`config.mk`:
```
export PLATFORM = sky130hd
export DESIGN_NAME = irqc_dual
export DESIGN_NICKNAME = d
export VERILOG_FILES = /design/src/rtl/irqc_pkg.sv /design/src/rtl/irqc_wdec.sv /design/src/rtl/irqc_group.sv /design/src/rtl/irqc_rdmux.sv /design/src/rtl/irqc_dual.sv
export SDC_FILE = /design/constraint.sdc
export NUM_CORES = 1
export LEC_CHECK = 0
export BUFFER_PORTS_ARGS = -buffer_cell sky130_fd_sc_hd__buf_2
export CORE_MARGIN = 2
export CORE_UTILIZATION = 40
export DETAILED_ROUTE_END_ITERATION = 10
export PLACE_DENSITY_LB_ADDON = 0.05
export SLEW_MARGIN = 10
export SYNTH_ARGS = -nofsm -noshare
export SYNTH_HDL_FRONTEND = slang
export SYNTH_SLANG_ARGS = --single-unit
```
`constraint.sdc`:
```
create_clock -name clk -period 3.7 [get_ports clk]
set_input_delay 0.74 -clock clk [delete_from_list [all_inputs] [get_ports clk]]
set_output_delay 0.74 -clock clk [all_outputs]
set_load 0.005 [all_outputs]
```
`src/rtl/irqc_pkg.sv`:
```
// Package irqc_pkg
// Shared word-address map and per-group write strobe bundle for the
// dual-group interrupt controller. Addresses are word indices.
package irqc_pkg;

    localparam int unsigned RA_W = 3;

    typedef enum logic [RA_W-1:0] {
        RA_N_STAT    = 3'd0,
        RA_N_MASK    = 3'd1,
        RA_N_UNMASK  = 3'd2,
        RA_N_MASKSET = 3'd3,
        RA_E_STAT    = 3'd4,
        RA_E_MASK    = 3'd5,
        RA_E_UNMASK  = 3'd6,
        RA_E_MASKSET = 3'd7
    } reg_addr_e;

    // Write strobes that one group needs for one cycle.
    typedef struct packed {
        logic clr;      // write-one-to-clear on status
        logic unmask;   // clear mask bits
        logic maskset;  // set mask bits
    } grp_wr_t;

endpackage

```
`src/rtl/irqc_wdec.sv`:
```
// Module irqc_wdec
// Turns the write strobe and word address into per-group strobes.
// Assumes a single write per cycle; direct writes to a mask address
// produce no strobe at all, which makes the masks read-only there.
module irqc_wdec
    import irqc_pkg::*;
(
    input  logic            wr_en,
    input  logic [RA_W-1:0] wr_addr,
    output grp_wr_t         n_wr,
    output grp_wr_t         e_wr
);

    // Address decode into strobes for the normal and error groups.
    always_comb begin
        n_wr = '0;
        e_wr = '0;
        if (wr_en) begin
            case (wr_addr)
                RA_N_STAT:    n_wr.clr     = 1'b1;
                RA_N_UNMASK:  n_wr.unmask  = 1'b1;
                RA_N_MASKSET: n_wr.maskset = 1'b1;
                RA_E_STAT:    e_wr.clr     = 1'b1;
                RA_E_UNMASK:  e_wr.unmask  = 1'b1;
                RA_E_MASKSET: e_wr.maskset = 1'b1;
                default: ;
            endcase
        end
    end

endmodule

```
`src/rtl/irqc_group.sv`:
```
// Module irqc_group
// One interrupt group: a status word set by event pulses and cleared by
// write-one-to-clear, and a mask word changed only by unmask/mask-set
// strobes. Events win over a clear of the same bit in the same cycle.
// Assumes unmask and mask-set never arrive together (one write per cycle).
module irqc_group
    import irqc_pkg::*;
#(
    parameter int unsigned W        = 32,
    parameter logic [W-1:0] RST_MASK = '1
) (
    input  logic         clk,
    input  logic         rst_n,
    input  logic [W-1:0] set_i,
    input  grp_wr_t      wr_i,
    input  logic [W-1:0] wdata_i,
    output logic [W-1:0] status_o,
    output logic [W-1:0] mask_o,
    output logic         pend_o
);

    logic [W-1:0] clr_bits;
    logic [W-1:0] status_nxt;
    logic [W-1:0] mask_nxt;

    // Bits that software asks to clear this cycle.
    assign clr_bits = wr_i.clr ? wdata_i : '0;

    // Next status: keep, drop cleared bits, then OR in new events.
    assign status_nxt = (status_o & ~clr_bits) | set_i;

    // Next mask: unmask clears written bits, mask-set sets them.
    always_comb begin
        mask_nxt = mask_o;
        if (wr_i.unmask) begin
            mask_nxt = mask_o & ~wdata_i;
        end else if (wr_i.maskset) begin
            mask_nxt = mask_o | wdata_i;
        end
    end

    // Status register with synchronous reset to all-clear.
    always_ff @(posedge clk) begin
        if (!rst_n) begin
            status_o <= '0;
        end else begin
            status_o <= status_nxt;
        end
    end

    // Mask register with synchronous reset to the group's reset mask.
    always_ff @(posedge clk) begin
        if (!rst_n) begin
            mask_o <= RST_MASK;
        end else begin
            mask_o <= mask_nxt;
        end
    end

    // Any unmasked pending bit in this group.
    assign pend_o = |(status_o & ~mask_o);

endmodule

```
`src/rtl/irqc_rdmux.sv`:
```
// Module irqc_rdmux
// Combinational read-back of both groups. Write-only addresses
// (unmask and mask-set) return zero.
module irqc_rdmux
    import irqc_pkg::*;
#(
    parameter int unsigned W = 32
) (
    input  logic [RA_W-1:0] rd_addr,
    input  logic [W-1:0]    n_status,
    input  logic [W-1:0]    n_mask,
    input  logic [W-1:0]    e_status,
    input  logic [W-1:0]    e_mask,
    output logic [W-1:0]    rd_data
);

    // Select the addressed readable word, zero otherwise.
    always_comb begin
        case (rd_addr)
            RA_N_STAT: rd_data = n_status;
            RA_N_MASK: rd_data = n_mask;
            RA_E_STAT: rd_data = e_status;
            RA_E_MASK: rd_data = e_mask;
            default:   rd_data = '0;
        endcase
    end

endmodule

```
`src/rtl/irqc_dual.sv`:
```
// Module irqc_dual
// Top of the dual-group interrupt controller. Two irqc_group instances
// (normal, error) share one write port and one read port; the vertical
// sync pulse is merged into the normal group's set vector at VSYNC_BIT.
// The interrupt line is the OR of both groups' unmasked pending flags.
// Assumes event inputs are one-cycle pulses synchronous to clk.
module irqc_dual
    import irqc_pkg::*;
#(
    parameter int unsigned W          = 32,
    parameter int unsigned VSYNC_BIT  = 27,
    parameter logic [W-1:0] N_RST_MASK = 32'h07FF_FFFF,
    parameter logic [W-1:0] E_RST_MASK = 32'hFFFF_FFFF
) (
    input  logic            clk,
    input  logic            rst_n,
    input  logic            wr_en,
    input  logic [RA_W-1:0] wr_addr,
    input  logic [W-1:0]    wr_data,
    input  logic [RA_W-1:0] rd_addr,
    output logic [W-1:0]    rd_data,
    input  logic [W-1:0]    norm_evt,
    input  logic [W-1:0]    err_evt,
    input  logic            vsync_evt,
    output logic            irq
);

    grp_wr_t      n_wr;
    grp_wr_t      e_wr;
    logic [W-1:0] n_set;
    logic [W-1:0] n_status;
    logic [W-1:0] n_mask;
    logic [W-1:0] e_status;
    logic [W-1:0] e_mask;
    logic         n_pend;
    logic         e_pend;

    // Merge the vertical-sync pulse into the normal set vector.
    generate
        if (VSYNC_BIT < W) begin : g_vs
            always_comb begin
                n_set            = norm_evt;
                n_set[VSYNC_BIT] = norm_evt[VSYNC_BIT] | vsync_evt;
            end
        end else begin : g_novs
            assign n_set = norm_evt;
        end
    endgenerate

    irqc_wdec u_wdec (
        .wr_en   (wr_en),
        .wr_addr (wr_addr),
        .n_wr    (n_wr),
        .e_wr    (e_wr)
    );

    irqc_group #(.W(W), .RST_MASK(N_RST_MASK)) u_norm (
        .clk      (clk),
        .rst_n    (rst_n),
        .set_i    (n_set),
        .wr_i     (n_wr),
        .wdata_i  (wr_data),
        .status_o (n_status),
        .mask_o   (n_mask),
        .pend_o   (n_pend)
    );

    irqc_group #(.W(W), .RST_MASK(E_RST_MASK)) u_err (
        .clk      (clk),
        .rst_n    (rst_n),
        .set_i    (err_evt),
        .wr_i     (e_wr),
        .wdata_i  (wr_data),
        .status_o (e_status),
        .mask_o   (e_mask),
        .pend_o   (e_pend)
    );

    irqc_rdmux #(.W(W)) u_rd (
        .rd_addr  (rd_addr),
        .n_status (n_status),
        .n_mask   (n_mask),
        .e_status (e_status),
        .e_mask   (e_mask),
        .rd_data  (rd_data)
    );

    // Single level output from both groups.
    assign irq = n_pend | e_pend;

endmodule

```
After elaboration in Yosys (flattened, before gate mapping)
Cells that the tools add are included. Widths: inputs -> output; s select.

Equality and inequality tests: 8. Mux-type cells: 15. Bitwise operators: 17. Reductions and logical operators: 6.

Operators by type and width (count): $and 32x32->32 (6); $mux 32 (6); $not 32->32 (5); $or 32x32->32 (4); $pmux 32 s4 (1); $reduce_or 32->1 (2); $eq 3x3->1 const B (5); $eq 3x2->1 const B (2); $logic_not 3->1 (2); $mux 1 (6); $mux 3 (2); $reduce_bool 2->1 (2); $eq 3x1->1 const B (1); $or 1x1->1 (2).

Register bits after elaboration: 128. Bits of input ports: 106.

Depth between registers and ports, before layout
Gate-level depths: netlist of the first run.

Word-level depth: 7. Mapped depth: 6. Mapped depth without buffers: 4.

By module
From an unflattened synthesis of the first run, not the netlist that was laid out.

Cells, all modules: 775. Area total of the unflattened synthesis: 6374.9 µm².

Modules (own cells, without submodules): irqc_group (u_norm) (times used 1, cells each 330, area each 2667.6 µm²); irqc_group (u_err) (times used 1, cells each 325, area each 2631.3 µm²); irqc_rdmux (times used 1, cells each 112, area each 991.0 µm²); irqc_wdec (times used 1, cells each 6, area each 72.6 µm²); irqc_dual (times used 1, cells each 2, area each 12.5 µm²).

Least setup slack after synthesis of the first run
OpenSTA, ideal clock, no wires.

Kind: input-to-output. Start point: in rd_addr[2]. End point: out rd_data[0]. Arrival time: 1487 ps. Data required time: 2960 ps. Setup slack: 1473 ps. Stages on the path: 4. Buffers on the path: 1. Cells stage by stage: nor3_1 > buf_2 > a22oi_1 > nand2_1.

Word-level cells in the longest chain between the ends: 2. Elaborated cells on any way between the ends: 5.

Ends and longest elaborated chain: start: declaration (RTL line irqc_dual.sv:20) `input logic [RA_W-1:0] rd_addr,`; $eq 3x3->1, or another cell as far along (RTL line irqc_rdmux.sv:19) `case (rd_addr)`; $pmux 32 s4 (*) (RTL line irqc_rdmux.sv:19); end: declaration (RTL line irqc_dual.sv:21) `output logic [W-1:0] rd_data,`.

Mark *: on every way between the ends. The rest lies on a longest branch, timed or not.

==> summary.md, run 1 <==
| Metric | Value |
|---|---|
| I/O Buffers | 138 |
| Critical Path Start Type | flop |
| CP endpoint kind | output pin |
| Leak pwr | 0.00328 uW |
| R2R Path End | u_norm.status_o[27]$_SDFF_PN0_ |
| Final worst slack | 964 ps |
| First-pass GRT wire length | 31.0 mm |
| Routed wire length | 20.1 mm |
| Final Cycle Share | 73.9% |
| Max-slew headroom | 61.3% |
| Required time worst endpoint | 2960 ps |
| Hold_buf cts | 0 |
| CTS clk-pin slew, worst paths | 50 ps |
| Mapped cell area | 0.00611 mm^2 |
| Max rail drop VDD | 0.000323 V |
| Post-CTS Setup Inserts | 0 |
| H-Tree Depth | 4 |
| Synth top area share | 42.0% |
| Register area share after synthesis | 42.0% |
| Post-route cell area | 0.00749 mm^2 |
| Synth top cells by count | nand2_1, dfxtp_1, nand3_1 |
| RSZ-0062 raised after global routing | false |
| Post-route ant nets | 0 |
| Synthesized instance count | 785 |
| Vias | 6125 |
| Row count | 45 |
| Synthesized area per cell | 7.78 um^2 |
| Synth area leaders | dfxtp_1, nand2_1, nand3_1 |
| CTS Root Buffer Type | clkbuf_16 |
| Pre-CTS setup slack | 1030 ps |
| Least-Margin Pin Slew | 581 ps |
| Gr ovfl total | 0 |
| Die Wd | 128 um |
| CTS tree | yes |
| R2r worst-path depth | 2 |
| Count leader, synth | nand2_1 |
| Layout cells sized above 1 | 20.0% |
| Worst Clk Skew | 0 ps |
| Nets@finish | 1006 |
| Type of the worst setup path | flop to output pin |
| Initial DRC Count | 578 |
| HPWL Detailed | 13.3 mm |
| Min Tclk post-route | 2740 ps |
| Final TNS setup | 0 ps |
| Post-synth EDFFs | 0 |
| Distinct cells, synth | 27 |
| Clock Path Buffers | 2 |
| Outcome | completed |
| Synth-to-layout area growth | 22.7% |
| Worst hold path type | flop to flop |
| Top cell type by total area after synthesis | dfxtp_1 |
| Synth Flop Type | dfxtp_1 |
| Core area | 0.0150 mm^2 |
| Die area | 0.0163 mm^2 |
| Largest net degree at the start of global routing | 129 |
| CTS Buf Count | 17 |
| Count of final setup violators | 0 |
| FILL cells | 1500 |
| Final Util | 49.9% |
| Number of antenna violations at the first check in global routing | 1 |
| Worst setup path end | irq |
| Arrival time at the worst endpoint | 2000 ps |
| Net Count, Synth | 891 |
| Clk_lat worst skew | 420 ps |
| Detail-routed via count per cell | 5.56 |
| Multi-input logic area | 0.00326 mm^2 |
| Yosys reg bits | 128 |
| Chip height | 128 um |
| Starting Density | 40.6% |
| Avg WL per Cell | 18.2 um |
| Placed insts | 1069 |
| Total GRT Usage | 25.0% |
| Cell Count, Final, Fillers Out | 1102 |
| Drt drc | 0 |
| Storage cell area | 0.00256 mm^2 |
| Setup slack, reg-to-reg | 2910 ps |
| Async SR Flop Fraction | 0% |
| I/O pin count | 139 |
| Ys Warns | 0 |
| Cts repair resizes | 0 |
| Max Cap Viol | 0 |
| Gpl congestion | 0.802 |
| Final Hold Fails | 0 |
| Slew Viols, Final | 0 |
| Placed instance area | 0.00693 mm^2 |
| Peak Freq | 366 MHz |
| CP max FO | 3 |
| Vias in the first global route | 5691 |
| RR Startpoint | u_norm.status_o[27]$_SDFF_PN0_ |
| Clk sinks | 128 |
| Pre-antenna DRT Iters | 5 |
| Power density cells | 472 mW/mm^2 |
[final cells by class]
type,count,area share [%]
timing repair buffer,150,10.8
clock inverter,4,0.651
tap,188,3.14
clock buffer,28,6.89
antenna,1,0.0334
inverter,16,0.801
multi-input combinational,587,43.5
sequential,128,34.2
[cell usage in the layout, fill, tap and decap left out]
| master | netlist | routed |
|---|---|---|
| clkinv_2 | 0 | 2 |
| dfxtp_1 | 128 | 128 |
| buf_12 | 0 | 2 |
| buf_2 | 22 | 137 |
| clkbuf_16 | 0 | 17 |
| buf_4 | 3 | 11 |
| inv_1 | 16 | 16 |
| clkbuf_8 | 0 | 5 |
| bufinv_16 | 0 | 1 |
| and3b_1 | 2 | 1 |
| nand2_1 | 190 | 190 |
| a21oi_1 | 39 | 39 |
| nor3_2 | 1 | 1 |
| o2111ai_1 | 16 | 16 |
| nor4b_4 | 1 | 1 |
| nand3_1 | 123 | 123 |
| o21a_1 | 34 | 34 |
| a21boi_1 | 2 | 2 |
| diode_2 | 0 | 1 |
| nor2b_1 | 29 | 29 |
| clkbuf_1 | 22 | 6 |
| a22oi_1 | 64 | 64 |
| o31a_1 | 1 | 1 |
| and3_2 | 0 | 1 |
| nand2b_1 | 48 | 48 |
| and3b_2 | 0 | 1 |
| nand4_1 | 1 | 1 |
| nor3_4 | 0 | 1 |
| a21boi_0 | 28 | 28 |
| nor4_1 | 4 | 4 |
| nor3b_4 | 0 | 2 |
| clkinv_4 | 0 | 1 |
[worst max-delay path, cell delays in order (launching register included)]
cell and delay (ps):
dfxtp_1 350, nand2b_1 230, o2111ai_1 170, nor4_1 430
nand4_1 220, buf_2 180
[worst min path at each step]
| stage | end | cells past startpoint |
|---|---|---|
| 2_1_floorplan | flop | 2 |
| 3_3_place_gp | flop | 2 |
| 3_5_place_dp | flop | 2 |
| 4_1_cts | flop | 2 |
| 5_1_grt | flop | 2 |
| 6_report | flop | 2 |
[cells by family (layout without fill, tap and decap cells)]
group / count (synthesis) / count (layout) / share of synthesized area (%)
compound gates: 184 / 184 / 21.4
buf+inv: 70 / 198 / 5.10
flops: 128 / 128 / 42.0
other cells: 0 / 1 / 0
simple gates: 403 / 403 / 31.6
[metal layers]
metal	track usage [%]	wire (um)	vias to the layer above
li1	-	-	2975
met1	33.6	9020	2912
met2	40.3	9620	218
met3	5.65	1230	20
met4	7.11	206	0
met5	0	0	-
[per-stage QoR]
step,hold WS [ps],power [uW]
3_5_place_dp,462,1960
6_report,476,3540
3_3_place_gp,450,1950
2_1_floorplan,443,1760
4_1_cts,477,3560
5_1_grt,496,3680
[report_power, final]
group	internal [uW]	switching (uW)
combinational	182	238
sequential	1460	56.4
clock	1010	595
total	2650	889
Note: power is estimated with default switching activity, not from simulation.
==> run 2, diff against run 1 <==
--- a/config.mk
+++ b/config.mk
@@ -5,6 +5,7 @@
 export SDC_FILE = /design/constraint.sdc
 export NUM_CORES = 1
 export LEC_CHECK = 0
+export ABC_AREA = 1
 export BUFFER_PORTS_ARGS = -buffer_cell sky130_fd_sc_hd__buf_2
 export CORE_MARGIN = 2
 export CORE_UTILIZATION = 40
==> constraint.sdc (replaced) <==
create_clock -name clk -period 2.7 [get_ports clk]
set_input_delay 0.54 -clock clk [delete_from_list [all_inputs] [get_ports clk]]
set_output_delay 0.54 -clock clk [all_outputs]
set_load 0.005 [all_outputs]
==> run 2 against run 1 <==
Utilization decreased by 0.17 points; register-to-register slack got worse by 900 ps; routed wire length increased by 7.6%; largest power group unchanged; critical path depth increased by 5; flip-flop and latch count unchanged; design area increased by 4.5%; clock-buffer cell count decreased by 4; highest routed layer unchanged; worst setup slack got worse by 390 ps; sequential share of layout area decreased by 1.5 points.
==> summary.md, run 2 <==
| Metric | Value |
|---|---|
| Outcome | completed |
| Pre-CTS setup slack | 600 ps (-430 ps) |
| Cts repair resizes | 0 (unchanged) |
| Mapped cell area | 0.00643 mm^2 (+5.2%) |
| Worst hold path type | input port to flop |
| Most frequent CP cell | nand2_1 |
| Worst Clk Skew | 0 ps (unchanged) |
| Synth-to-layout area growth | 21.9% |
| Synthesized instance count | 941 (+20%) |
| Async SR Flop Fraction | 0% (unchanged) |
| Synth Flop Type | dfxtp_1 |
| Final worst slack | 573 ps (-391 ps) |
| CP max stage delay | 320 ps (-110 ps) |
| RSZ-0062 raised after global routing | false |
| Min Tclk post-route | 2130 ps |
| Avg WL per Cell | 16.8 um (-7.6%) |
| Nets@finish | 1161 (+15%) |
| Total GRT Usage | 26.1% (+1.2 points) |
| Synth area leaders | dfxtp_1, nand3_1, inv_1 |
| Synthesized area per cell | 6.83 um^2 (-12%) |
| Slew Viols, Final | 0 (unchanged) |
| Row count | 46 (+2.2%) |
| First-pass GRT wire length | 33.9 mm (+9.4%) |
| Type of the worst setup path | flop to output pin |
| Final Util | 49.7% (-0.17 points) |
| Vias | 6735 (+10%) |
| Gr ovfl total | 0 (unchanged) |
| CP endpoint kind | output pin |
| Count leader, synth | nand3_1 |
| Crit path depth | 10 (+5) |
| RR Startpoint | u_norm.status_o[0]$_SDFF_PN0_ |
| Required time worst endpoint | 2160 ps (-800 ps) |
| CP max FO | 2 (-1) |
| Peak Freq | 470 MHz |
| Clk sinks | 128 (unchanged) |
| Pre-antenna DRT Iters | 6 (+1) |
| Register area share after synthesis | 39.9% (-2.1 points) |
| Initial DRC Count | 659 (+14%) |
| R2r worst-path depth | 2 (unchanged) |
| Worst setup path end | irq |
| Setup slack, reg-to-reg | 2010 ps (-900 ps) |
| CTS clk-pin slew, worst paths | 60 ps (about the same) |
| Max rail drop VDD | 0.000462 V (+43%) |
| Distinct cells, synth | 19 (-30%) |
| Final TNS setup | 0 ps (unchanged) |
| Placed instance area | 0.00729 mm^2 (+5.3%) |
| N_diodes | 0 (-1) |
| Worst-path cell chain | inv_1 > nand2_1 > nand2_1 > inv_1 > nand2_1 > nor2_1 > nand2_1 > nor2_1 > nand2_1 > buf_2 |
| Detail-routed via count per cell | 5.25 (-5.6%) |
| Largest net degree at the start of global routing | 65 (-50%) |
| Arrival time at the worst endpoint | 1590 ps (-410 ps) |
| Post-route ant nets | 0 (unchanged) |
| Clk_lat worst skew | 420 ps (about the same) |
| Core area | 0.0158 mm^2 (+4.9%) |
| Synth top cells by count | nand3_1, inv_1, dfxtp_1 |
| HPWL Detailed | 14.1 mm (+5.6%) |
| Power density cells | 617 mW/mm^2 (+31%) |
| Starting Density | 40.8% (+0.12 points) |
| I/O pin count | 139 (unchanged) |
| FILL cells | 1744 (+16%) |
| I/O Buffers | 138 (unchanged) |
| CTS Root Buffer Type | clkbuf_16 |
| Die Wd | 131 um (+2.5%) |
| Max Cap Viol | 0 (unchanged) |
| Post-route cell area | 0.00784 mm^2 (+4.5%) |
| Die area | 0.0171 mm^2 (+5.1%) |
| Layout cells sized above 1 | 18.2% (-1.9 points) |
| Top cell type by total area after synthesis | dfxtp_1 |
| Post-CTS Setup Inserts | 0 (unchanged) |
| Buf/Inv on CP | 3 (+2) |
| R2R Path End | u_norm.status_o[0]$_SDFF_PN0_ |
| Top delay family on crit path | simple AND/OR/NAND/NOR gates |
| Post-synth EDFFs | 0 (unchanged) |
| Chip height | 131 um (+2.5%) |
| Critical-path top delay cell | dfxtp_1 |
| Clock Path Buffers | 2 (unchanged) |
| Ys Warns | 0 (unchanged) |
| Max-slew headroom | 45.9% (-15 points) |
| Final Hold Fails | 0 (unchanged) |
| Number of antenna violations at the first check in global routing | 0 (-1) |
| Vias in the first global route | 6365 (+12%) |
| Commonest non-fill, non-tap cell in the layout | nand3_1 |
| Most frequent cells in the layout | nand3_1, inv_1, buf_2 |
| Leak pwr | 0.00391 uW (+19%) |
| Final Cycle Share | 78.8% |
| CTS Buf Count | 17 (unchanged) |
| Hold_buf cts | 0 (unchanged) |
| Synth top area share | 39.9% (-2.1 points) |
| H-Tree Depth | 4 (unchanged) |
| Yosys reg bits | 128 (unchanged) |
| Gpl congestion | 0.798 (-0.46%) |
| Net Count, Synth | 1047 (+18%) |
| Critical Path Start Type | flop |
| Least-Margin Pin Slew | 811 ps (+230 ps) |
| CTS tree | yes |
| Drt drc | 0 (unchanged) |
| Routed wire length | 21.6 mm (+7.6%) |
| Count of final setup violators | 0 (unchanged) |
run 2: changes by cell type after synthesis, sizes merged, moves of 16 or more:
cell / change
a21oi: +30
o21a: -34
a22oi: -64
nor2b: -29
a21boi: -30
o21ai: +133
o2111ai: +16
inv: +167
nand3: +61
nand4: +38
nand2: -96
nand2b: -48
run 2: report_power, final:
group | switching, uW | internal, uW | leakage (uW)
clock | 825 | 1320 | 0.000273
sequential | 71.8 | 2000 | 0.00106
combinational | 389 | 232 | 0.00258
total | 1290 | 3550 | 0.00391
run 2: area by class of cell:
| type | instances | area [um^2] | share of cell area, % |
|---|---|---|---|
| clock buffers | 24 | 482 | 6.15 |
| clock inverters | 7 | 60.1 | 0.767 |
| inverters | 184 | 692 | 8.83 |
| multi-input cells | 566 | 2890 | 36.9 |
| flip-flops and latches | 128 | 2560 | 32.7 |
| well taps | 216 | 270 | 3.45 |
| repair buffers | 158 | 878 | 11.2 |
run 2: cells by family (layout without fill, tap and decap cells):
family                 count (synthesis)  in the layout  synth area share, %
flip-flops                           128            128                 39.9
AND/OR/NAND/NOR                      332            332                 24.9
AO/OA/AOI/OAI                        234            234                 20.1
buffers and inverters                247            373                 15.2
run 2: per-stage QoR:
stage,total power [uW],hold slack (ps),cells
3_3_place_gp,2720,449,1252
3_5_place_dp,2720,455,1252
2_1_floorplan,2440,437,941
4_1_cts,4860,342,1283
5_1_grt,5050,346,1283
6_report,4840,351,1283
run 2: worst min path at each step:
stage,from,endpoint,slack (ps),cells past startpoint
2_1_floorplan,flop,flop,440,2
3_3_place_gp,flop,flop,450,2
3_5_place_dp,flop,flop,450,2
4_1_cts,err_evt[13],u_err.status_o[13]$_SDFF_PN0_,340,3
5_1_grt,norm_evt[31],u_norm.status_o[31]$_SDFF_PN0_,350,3
6_report,norm_evt[31],u_norm.status_o[31]$_SDFF_PN0_,350,3
run 2: worst min-delay path: stages:
cell     delay, ps
buf_2           90
inv_1           40
a21oi_1         50
run 2: metal layers:
| metal | GRT usage [%] | up-vias | part of all wire [%] |
|---|---|---|---|
| met3 | 5.21 | 17 | 7.9 |
| li1 | - | 3397 | - |
| met4 | 5.94 | 0 | 1.0 |
| met2 | 39.9 | 272 | 44 |
| met1 | 38.1 | 3049 | 47 |
| met5 | 0 | - | 0 |
